**config.mk**
```make
export PLATFORM = sky130hd
export DESIGN_NAME = smbslv_top
export DESIGN_NICKNAME = d
export VERILOG_FILES = /design/src/rtl/smbslv_pkg.sv /design/src/rtl/smbslv_line_mon.sv /design/src/rtl/smbslv_rx_shift.sv /design/src/rtl/smbslv_tx_shift.sv /design/src/rtl/smbslv_top.sv
export SDC_FILE = /design/constraint.sdc
export NUM_CORES = 1
export LEC_CHECK = 0
export ABC_AREA = 1
export BUFFER_PORTS_ARGS = -buffer_cell sky130_fd_sc_hd__buf_2
export CAP_MARGIN = 30
export CELL_PAD_IN_SITES_DETAIL_PLACEMENT = 0
export CELL_PAD_IN_SITES_GLOBAL_PLACEMENT = 1
export CORE_ASPECT_RATIO = 2
export CORE_MARGIN = 4
export CORE_UTILIZATION = 25
export CTS_BUF_LIST = sky130_fd_sc_hd__clkbuf_8
export CTS_CLUSTER_DIAMETER = 30
export CTS_CLUSTER_SIZE = 12
export DETAILED_ROUTE_END_ITERATION = 6
export GPL_ROUTABILITY_DRIVEN = 0
export PLACE_DENSITY = 0.63
export RECOVER_POWER = 25
export SYNTH_ARGS = -nofsm -noshare
export SYNTH_HDL_FRONTEND = slang
export SYNTH_SLANG_ARGS = --single-unit
```
**constraint.sdc**
```tcl
create_clock -name clk -period 2.5 [get_ports clk]
set_input_delay 0.625 -clock clk [delete_from_list [all_inputs] [get_ports clk]]
set_output_delay 0.625 -clock clk [all_outputs]
set_load 0.1 [all_outputs]
```
**src/rtl/smbslv_pkg.sv**
```systemverilog
package smbslv_pkg;
    typedef enum logic [3:0] {
        ST_IDLE,
        ST_ADDR,
        ST_CMD,
        ST_COUNT,
        ST_WDATA,
        ST_ACK,
        ST_SEND,
        ST_MACK
    } smb_state_t;
endpackage

```
**src/rtl/smbslv_line_mon.sv**
```systemverilog
module smbslv_line_mon #(
    parameter int SYNC_STAGES = 2
) (
    input  logic clk,
    input  logic rst_n,
    input  logic scl_in,
    input  logic sda_in,
    output logic scl_q,
    output logic sda_q,
    output logic scl_rise,
    output logic scl_fall,
    output logic start_det,
    output logic stop_det
);
    localparam int TOP = SYNC_STAGES - 1;

    logic [TOP:0] scl_sync;
    logic [TOP:0] sda_sync;
    logic         scl_prev;
    logic         sda_prev;

    always_ff @(posedge clk or negedge rst_n) begin
        if (!rst_n) begin
            scl_sync <= '1;
            sda_sync <= '1;
            scl_prev <= 1'b1;
            sda_prev <= 1'b1;
        end else begin
            scl_sync <= {scl_sync[TOP-1:0], scl_in};
            sda_sync <= {sda_sync[TOP-1:0], sda_in};
            scl_prev <= scl_sync[TOP];
            sda_prev <= sda_sync[TOP];
        end
    end

    assign scl_q     = scl_sync[TOP];
    assign sda_q     = sda_sync[TOP];
    assign scl_rise  = scl_q & ~scl_prev;
    assign scl_fall  = ~scl_q & scl_prev;
    assign start_det = scl_q & scl_prev & sda_prev & ~sda_q;
    assign stop_det  = scl_q & scl_prev & ~sda_prev & sda_q;
endmodule

```
**src/rtl/smbslv_rx_shift.sv**
```systemverilog
module smbslv_rx_shift #(
    parameter int W = 8
) (
    input  logic                   clk,
    input  logic                   rst_n,
    input  logic                   clear,
    input  logic                   sample,
    input  logic                   bit_in,
    output logic [W-1:0]           data,
    output logic [$clog2(W+1)-1:0] count
);
    always_ff @(posedge clk or negedge rst_n) begin
        if (!rst_n) begin
            data  <= '0;
            count <= '0;
        end else if (clear) begin
            count <= '0;
        end else if (sample) begin
            data  <= {data[W-2:0], bit_in};
            count <= count + 1'b1;
        end
    end
endmodule

```
**src/rtl/smbslv_tx_shift.sv**
```systemverilog
module smbslv_tx_shift #(
    parameter int W = 8
) (
    input  logic         clk,
    input  logic         rst_n,
    input  logic         load,
    input  logic [W-1:0] load_val,
    input  logic         shift,
    output logic         msb
);
    logic [W-1:0] sreg;

    always_ff @(posedge clk or negedge rst_n) begin
        if (!rst_n)     sreg <= '0;
        else if (load)  sreg <= load_val;
        else if (shift) sreg <= {sreg[W-2:0], 1'b0};
    end

    assign msb = sreg[W-1];
endmodule

```
**src/rtl/smbslv_top.sv**
```systemverilog
module smbslv_top
    import smbslv_pkg::*;
#(
    parameter logic [6:0] DEV_ADDR    = 7'h69,
    parameter int         NREGS       = 18,
    parameter logic [NREGS-1:0] RO_MASK = 18'h08100,
    parameter int         SYNC_STAGES = 2
) (
    input  logic       clk,
    input  logic       rst_n,
    input  logic       scl_in,
    input  logic       sda_in,
    output logic       sda_oe,
    output logic       wr_en,
    output logic [6:0] wr_idx,
    output logic [7:0] wr_data,
    output logic [6:0] rd_idx,
    input  logic [7:0] rd_data
);
    localparam int           IDXW       = 7;
    localparam logic [IDXW:0] NREGS_W   = (IDXW+1)'(NREGS);
    localparam logic [7:0]   COUNT_BYTE = 8'(NREGS);
    localparam logic [127:0] RO_WIDE    = 128'(RO_MASK);

    logic scl_q, sda_q, scl_rise, scl_fall, start_det, stop_det;

    smbslv_line_mon #(.SYNC_STAGES(SYNC_STAGES)) u_mon (
        .clk(clk), .rst_n(rst_n), .scl_in(scl_in), .sda_in(sda_in),
        .scl_q(scl_q), .sda_q(sda_q), .scl_rise(scl_rise), .scl_fall(scl_fall),
        .start_det(start_det), .stop_det(stop_det)
    );

    smb_state_t state, state_n, ack_next;
    logic [IDXW-1:0] ptr;
    logic            has_cmd;
    logic            cnt_pending;
    logic            mack_nack;
    logic [2:0]      tx_bits;

    logic [7:0] rx_data;
    logic [3:0] rx_cnt;
    logic       rx_st, byte_end, rx_clear;
    logic       addr_hit, cmd_ok, ptr_valid, writable, load_tx, tx_msb;
    logic [7:0] tx_val;

    assign rx_st    = (state == ST_ADDR) || (state == ST_CMD) ||
                      (state == ST_COUNT) || (state == ST_WDATA);
    assign byte_end = rx_st && scl_fall && (rx_cnt == 4'd8);
    assign rx_clear = start_det || byte_end;

    smbslv_rx_shift #(.W(8)) u_rx (
        .clk(clk), .rst_n(rst_n), .clear(rx_clear),
        .sample(rx_st && scl_rise), .bit_in(sda_q),
        .data(rx_data), .count(rx_cnt)
    );

    assign addr_hit  = (rx_data[7:1] == DEV_ADDR) && (!rx_data[0] || has_cmd);
    assign cmd_ok    = rx_data[7] || (rx_data[6:0] == 7'd0);
    assign ptr_valid = {1'b0, ptr} < NREGS_W;
    assign writable  = ptr_valid && !RO_WIDE[ptr];
    assign load_tx   = scl_fall &&
                       (((state == ST_ACK) && (ack_next == ST_SEND)) ||
                        ((state == ST_MACK) && !mack_nack));
    assign tx_val    = cnt_pending ? COUNT_BYTE : (ptr_valid ? rd_data : 8'h00);

    smbslv_tx_shift #(.W(8)) u_tx (
        .clk(clk), .rst_n(rst_n), .load(load_tx), .load_val(tx_val),
        .shift((state == ST_SEND) && scl_fall), .msb(tx_msb)
    );

    // next-state decode
    always_comb begin
        state_n = state;
        if (stop_det) begin
            state_n = ST_IDLE;
        end else if (start_det) begin
            state_n = ST_ADDR;
        end else begin
            unique case (state)
                ST_IDLE:  state_n = ST_IDLE;
                ST_ADDR:  if (byte_end) state_n = addr_hit ? ST_ACK : ST_IDLE;
                ST_CMD:   if (byte_end) state_n = cmd_ok ? ST_ACK : ST_IDLE;
                ST_COUNT: if (byte_end) state_n = ST_ACK;
                ST_WDATA: if (byte_end) state_n = ST_ACK;
                ST_ACK:   if (scl_fall) state_n = ack_next;
                ST_SEND:  if (scl_fall && tx_bits == 3'd7) state_n = ST_MACK;
                ST_MACK:  if (scl_fall) state_n = mack_nack ? ST_IDLE : ST_SEND;
                default:  state_n = ST_IDLE;
            endcase
        end
    end

    // state register
    always_ff @(posedge clk or negedge rst_n) begin
        if (!rst_n) state <= ST_IDLE;
        else        state <= state_n;
    end

    // transfer context: pointer, mode flags, follow-up state
    always_ff @(posedge clk or negedge rst_n) begin
        if (!rst_n) begin
            ptr         <= '0;
            has_cmd     <= 1'b0;
            cnt_pending <= 1'b0;
            mack_nack   <= 1'b0;
            tx_bits     <= '0;
            ack_next    <= ST_IDLE;
        end else if (stop_det) begin
            has_cmd     <= 1'b0;
            cnt_pending <= 1'b0;
        end else begin
            if (byte_end) begin
                unique case (state)
                    ST_ADDR:  ack_next <= rx_data[0] ? ST_SEND : ST_CMD;
                    ST_CMD: begin
                        if (cmd_ok) begin
                            has_cmd     <= 1'b1;
                            cnt_pending <= ~rx_data[7];
                            ptr         <= rx_data[7] ? rx_data[6:0] : '0;
                            ack_next    <= rx_data[7] ? ST_WDATA : ST_COUNT;
                        end
                    end
                    ST_COUNT: begin
                        cnt_pending <= 1'b0;
                        ack_next    <= ST_WDATA;
                    end
                    ST_WDATA: begin
                        ptr      <= ptr + 1'b1;
                        ack_next <= ST_WDATA;
                    end
                    default: ack_next <= ST_IDLE;
                endcase
            end
            if (load_tx) begin
                tx_bits <= '0;
                if (cnt_pending) cnt_pending <= 1'b0;
                else             ptr <= ptr + 1'b1;
            end else if ((state == ST_SEND) && scl_fall) begin
                tx_bits <= tx_bits + 1'b1;
            end
            if ((state == ST_MACK) && scl_rise) mack_nack <= sda_q;
        end
    end

    // outputs
    always_comb begin
        sda_oe = 1'b0;
        unique case (state)
            ST_ACK:  sda_oe = 1'b1;
            ST_SEND: sda_oe = ~tx_msb;
            default: sda_oe = 1'b0;
        endcase
        wr_en   = (state == ST_WDATA) && byte_end && writable;
        wr_idx  = ptr;
        wr_data = rx_data;
        rd_idx  = ptr;
    end
endmodule

```
==> results of run 1 <==
[cell families after synthesis]
family                   after synthesis
AND/OR/NAND/NOR                      210
buffers and inverters                 52
AO/OA/AOI/OAI                         31
XOR/XNOR                               3
adder cells (fa/ha/maj)                6
flip-flops                            45
[sequential cells by signal, indices dropped and copies added, names as in the netlist]
name and cells:
cnt_pending 1, u_mon.sda_sync 2, ack_next 3, has_cmd 1, u_rx.data 8, state 3, rd_idx 7, u_mon.scl_prev 1
u_mon.scl_sync 2, mack_nack 1, u_rx.count 4, u_mon.sda_prev 1, u_tx.sreg 8, tx_bits 3
[layout make-up]
type                            count  area share [%]
Timing Repair Buffer               38            7.02
Clock buffer                        5            2.30
Tap cell                          135            5.64
Clock inverter                      3           0.585
Inverter                           40            5.01
Sequential cell                    45            37.9
Multi-Input combinational cell    250            41.5
[layer usage]
| metal | share of wire, % | global-route usage, % | up-vias |
|---|---|---|---|
| met2 | 56 | 23.3 | 36 |
| met5 | 0 | 0 | - |
| met4 | 2.8 | 5.85 | 0 |
| met1 | 38 | 12.3 | 1017 |
| met3 | 3.1 | 1.90 | 13 |
| li1 | - | - | 1150 |
[worst max-delay path by stage]
| stage | cells past startpoint | slack (ns) | from | end |
|---|---|---|---|---|
| floorplan | 4 | -0.26 | rd_idx[2] | wr_en |
| global placement | 7 | 0.29 | u_rx.count[0] | wr_en |
| detailed placement | 7 | 0.25 | u_rx.count[0] | wr_en |
| CTS | 7 | 0.03 | u_rx.count[0] | wr_en |
| global route | 4 | 0.001 | rd_idx[5] | wr_en |
| finish | 6 | 0.11 | state[0] | sda_oe |
[what timing repair did]
action | 4_1_cts | 5_1_grt
endpoints found under the setup margin | 1 | 1
hold buffers | 0 | 0
setup buffers | 0 | 1
pin swaps | 0 | 2
resized for setup | 2 | 4
[worst max-delay path, delay by kind of cell (launching register included)]
family / cells / cell delay, ns
buffers and inverters: 3 / 0.63
DFF: 1 / 0.49
AOI/OAI and AO/OA: 1 / 0.11
and+or+nand+nor: 2 / 0.21
[power breakdown]
part,total (mW),switching [mW],internal (mW),leakage (nW)
clock,0.461,0.268,0.193,0.0439
sequential,0.886,0.0887,0.797,0.554
combinational,0.673,0.548,0.125,0.972
[Yosys cell counts]
cell | n | area share (%)
buf_4 | 7 | 2.0
o21ai_1 | 6 | 1.2
xor2_1 | 1 | 0.34
clkbuf_1 | 1 | 0.15
dfstp_2 | 6 | 6.1
nand3_4 | 2 | 1.4
inv_1 | 32 | 4.7
nor2_2 | 3 | 0.73
nor3_1 | 8 | 1.6
nand3b_1 | 3 | 0.88
nand2_1 | 114 | 17
xnor2_1 | 2 | 0.68
nor2_1 | 34 | 5.0
a21oi_1 | 7 | 1.4
inv_2 | 8 | 1.2
o21ai_4 | 1 | 0.63
buf_2 | 3 | 0.58
o21ai_0 | 16 | 3.1
a31oi_1 | 1 | 0.24
nand4_1 | 3 | 0.73
nand2_2 | 4 | 0.97
or2_2 | 1 | 0.24
nand2_4 | 2 | 0.88
nand3_2 | 1 | 0.39
nand3_1 | 34 | 6.6
dfrtp_1 | 39 | 38
and2_1 | 1 | 0.24
buf_6 | 1 | 0.44
ha_1 | 6 | 2.9
[metrics by stage]
step	std cells	setup slack (ns)	utilization, %	hold slack [ns]	power (mW)
3_5_place_dp	507	0.252	28.5	0.350	1.58
3_3_place_gp	507	0.295	28.5	0.346	1.57
5_1_grt	516	0.00146	29.7	0.370	2.15
4_1_cts	515	0.0282	29.4	0.362	2.05
2_1_floorplan	347	-0.258	-	0.329	1.41
6_report	516	0.109	29.7	0.367	2.02
==> impl_metrics.csv, run 1 <==
group,metric,value,unit
synthesis,yosys-mux-area-fraction,0,%
timing,clock.fmax,0.418,GHz
die,die_w,79.6,um
placed_design,port_buffers,35,
global_routing,grt_first_pass_wirelength,11200,um
cts,cts_root_buf,"clkbuf_8",
global_routing,grt_pass1_vias,2272,
worst_setup_path,required,1.88,ns
global_routing,grt_max_degree,46,
final_layout,drive_gt1_share,21.0,%
synthesis,synth-simple-area-share,36.3,%
synthesis,synth_nets,365,
die,io-pin-count,36,
routing,firstDrtPassIters,4,
worst_setup_path,max_stage_delay,0.49,ns
cts,h-tree-depth,2,
worst_setup_path,cp_common_cell,"inv_2",
worst_setup_path,end_kind,"output port",
timing,setup_viol,0,
routing,drt_iter0_drc,108,
final_layout,design_area,0.00299,mm^2
worst_setup_path,timing.rr.start,"state[1]",
synthesis,ys_types,29,
power,p_leak,1.57,nW
final_layout,multi_input_comb_area,0.00124,mm^2
worst_hold_path,holdPathEnd,"u_mon.scl_sync[1]",
synthesis,yosysSeqAreaShare,44.2,%
die,die_h,151,um
synthesis,synthAdderAreaFrac,2.93,%
routing,drtAntennaViolNets,0,
timing,worst_pin_slew,1.19,ns
global_routing,overflow,0,
worst_setup_path,reg2reg_depth,10,
timing,setup_tns,0,ns
timing,grt_setup_unrepaired,"false",
final_layout,diodes,0,
cts,cts-buffers-inserted,5,
timing,fin_crit,2.39,ns
final_layout,fill_cells,1095,
timing,slew_violations,0,
worst_setup_path,r2r_end,"rd_idx[3]",
worst_setup_path,critPathMaxFanout,7,
cts,clk_latency,0.31,ns
routing,num_vias,2216,
routing,routedWlPerCell,13.0,um
power,power_density,675,mW/mm^2
timing,post-route-period-util,95.7,%
synthesis,synth_area_per_cell,7.40,um^2
timing,hold_viol,0,
synthesis,ys_ff_latch,45,
global_routing,grt_antenna_before_repair,0,
synthesis,synth_xor_area_share,1.02,%
cts,path_clk_slew,0.10,ns
status,status,"complete, no violations",
routing,vias_per_cell,4.29,
worst_setup_path,startpoint_type,"flop",
worst_hold_path,hold_start,"u_mon.scl_sync[0]",
final_layout,fin_nets,398,
routing,route.detailed.drc,0,
die,core_area,0.0101,mm^2
global_routing,grt.total_usage,12.1,%
final_layout,area_delta_synth_final,16.7,%
die,initial_utilization,25.4,%
power,peakVddDrop,0.391,mV
job,drv_cap,0,
final_layout,final_common_cell,"nand2_1",
final_layout,ff_latch_area,0.00114,mm^2
die,rows,52,
synthesis,yosys_warnings,0,
cts,clock-sinks,45,
synthesis,netlist_area,0.00257,mm^2
worst_setup_path,cp_cell_sequence,"inv_2 -> nand2_1 -> nor2_2 -> inv_2 -> o21ai_2 -> buf_2",
worst_hold_path,whs_path_depth,0,
worst_setup_path,crit_type,"reg -> out",
worst_setup_path,worstPathArrival,1.77,ns
synthesis,synth_top_family_by_area,"simple AND/OR/NAND/NOR gates",
cts,cts_tree,"done",
cts,cts_buffer_depth,2,
worst_hold_path,hold_class,"reg -> reg",
placed_design,postPlaceCellArea,0.00288,mm^2
worst_setup_path,crit_path_top_delay_cell,"dfrtp_1",
routing,wl,6720,um
synthesis,syn-instance-count,347,
worst_setup_path,r2r_setup_slack,0.67,ns
synthesis,synth_compound_area_share,6.53,%
timing,fin_skew,0.0162,ns
die,die_area,0.0120,mm^2
timing,relSlewSlack,20.5,%
final_layout,layout_common_cells,"113 x nand2_1, 37 x dfrtp_1, 34 x buf_2",
placed_design,dp_hpwl,5220,um
(Power assumes the default switching activity.)
==> run 2: changes to the inputs <==
--- a/config.mk
+++ b/config.mk
@@ -18,6 +18,7 @@
 export CTS_CLUSTER_SIZE = 12
 export DETAILED_ROUTE_END_ITERATION = 6
 export GPL_ROUTABILITY_DRIVEN = 0
+export MAX_ROUTING_LAYER = met4
 export PLACE_DENSITY = 0.63
 export RECOVER_POWER = 25
 export SYNTH_ARGS = -nofsm -noshare
==> impl_metrics.csv, run 2 (synthesis gave the netlist of run 1 again) <==
group,metric,value,unit
status,status,"complete, no violations",
die,core_area,0.0101,mm^2
routing,routedWlPerCell,13.0,um
cts,cts_tree,"done",
power,power_density,674,mW/mm^2
worst_setup_path,critPathMaxFanout,7,
worst_setup_path,r2r_end,"rd_idx[3]",
cts,cts_buffer_depth,2,
timing,fin_skew,0.0150,ns
final_layout,finalNonFillerCells,516,
worst_setup_path,max_stage_delay,0.49,ns
timing,setup_viol,0,
timing,worst_pin_slew,1.18,ns
die,die_area,0.0120,mm^2
die,die_w,79.6,um
worst_setup_path,crit_type,"reg -> out",
global_routing,grt_first_pass_wirelength,11200,um
timing,fin_crit,2.40,ns
cts,h-tree-depth,2,
routing,wl,6700,um
final_layout,final_common_cell,"nand2_1",
placed_design,postPlaceCellArea,0.00288,mm^2
worst_setup_path,cp_common_cell,"inv_2",
timing,clock.fmax,0.417,GHz
worst_setup_path,reg2reg_depth,10,
worst_setup_path,required,1.88,ns
worst_setup_path,crit_path_top_delay_cell,"dfrtp_1",
die,rows,52,
routing,drtAntennaViolNets,0,
global_routing,grt_max_degree,46,
final_layout,design_area,0.00299,mm^2
routing,route.detailed.drc,0,
worst_setup_path,r2r_setup_slack,0.66,ns
global_routing,grt.total_usage,12.5,%
worst_hold_path,whs_path_depth,0,
timing,grt_setup_unrepaired,"false",
placed_design,placedCellCount,507,
die,initial_utilization,25.4,%
die,die_h,151,um
cts,cts_root_buf,"clkbuf_8",
final_layout,area_delta_synth_final,16.7,%
worst_setup_path,startpoint_type,"flop",
final_layout,layout_common_cells,"113 x nand2_1, 37 x dfrtp_1, 34 x buf_2",
power,peakVddDrop,0.391,mV
timing,slew_violations,0,
worst_hold_path,hold_class,"reg -> reg",
power,p_leak,1.57,nW
cts,path_clk_slew,0.10,ns
global_routing,grt_pass1_vias,2277,
timing,post-route-period-util,95.8,%
routing,vias_per_cell,4.31,
die,io-pin-count,36,
timing,hold_viol,0,
worst_hold_path,holdPathEnd,"u_mon.scl_sync[1]",
worst_setup_path,end_kind,"output port",
final_layout,drive_gt1_share,21.0,%
worst_setup_path,cp_cell_sequence,"inv_2 -> nand2_1 -> nor2_2 -> inv_2 -> o21ai_2 -> buf_2",
timing,relSlewSlack,21.0,%
global_routing,grt_antenna_before_repair,0,
worst_setup_path,worstPathArrival,1.77,ns
worst_hold_path,hold_start,"u_mon.scl_sync[0]",
cts,clock-sinks,45,
placed_design,port_buffers,35,
cts,clk_latency,0.31,ns
placed_design,dp_hpwl,5220,um
worst_setup_path,timing.rr.start,"state[1]",
job,drv_cap,0,
final_layout,diodes,0,
cts,cts-buffers-inserted,5,
routing,drt_iter0_drc,101,
routing,firstDrtPassIters,4,
global_routing,overflow,0,
final_layout,fin_nets,398,
routing,num_vias,2226,
## run 2: cell counts in the layout (fill, tap and decap cells not counted)
Identical to the previous run, type by type.
## run 2: worst max-delay path: cells and delay by family (launching register included)
family	cells	cell delay [ns]
simple gates	2	0.21
buf+inv	3	0.63
flops	1	0.49
compound gates	1	0.11
## run 2: layout make-up
type / instances / area (um^2)
fillers: 1095 / 7090
multi-input cells: 250 / 1240
flip-flops and latches: 45 / 1140
repair buffers: 38 / 210
well taps: 135 / 169
inverters: 40 / 150
clock buffers: 5 / 68.8
clock inverters: 3 / 17.5
## run 2: layer usage
layer,global-route usage (%),vias up,wire length (um)
met4,5.85,0,189
met3,1.90,13,223
met5,-,-,0
li1,-,1152,-
met1,12.4,1019,2550
met2,23.2,42,3740
## run 2: repair_timing
| action | CTS | global route |
|---|---|---|
| setup buffers | 0 | 1 |
| hold buffers | 0 | 0 |
| hold endpoints to repair | 0 | 0 |
| gates resized for setup | 2 | 4 |
| pin swaps | 0 | 2 |
| endpoints found under the setup margin | 1 | 1 |
## run 2: report_power, final
group | total, mW | switching, mW | internal [mW]
clock | 0.460 | 0.266 | 0.193
combinational | 0.673 | 0.548 | 0.125
sequential | 0.886 | 0.0894 | 0.797
total | 2.02 | 0.903 | 1.12
## run 2: worst max path at each step
stage,depth (start not counted),slack [ns],endpoint,from
2_1_floorplan,4,-0.26,wr_en,rd_idx[2]
3_3_place_gp,7,0.29,wr_en,u_rx.count[0]
3_5_place_dp,7,0.25,wr_en,u_rx.count[0]
4_1_cts,7,0.03,wr_en,u_rx.count[0]
5_1_grt,4,0.001,wr_en,rd_idx[5]
6_report,6,0.10,sda_oe,state[0]
## run 2: metrics by stage
step / power, mW / hold slack [ns] / util (%) / setup TNS, ns / worst slack (ns)
after floorplan: 1.41 / 0.329 / - / -0.258 / -0.258
after global placement: 1.57 / 0.346 / 28.5 / 0 / 0.295
after detailed placement: 1.58 / 0.350 / 28.5 / 0 / 0.252
after CTS: 2.05 / 0.362 / 29.4 / 0 / 0.0282
after global routing: 2.15 / 0.370 / 29.7 / 0 / 0.00146
final: 2.02 / 0.367 / 29.7 / 0 / 0.105
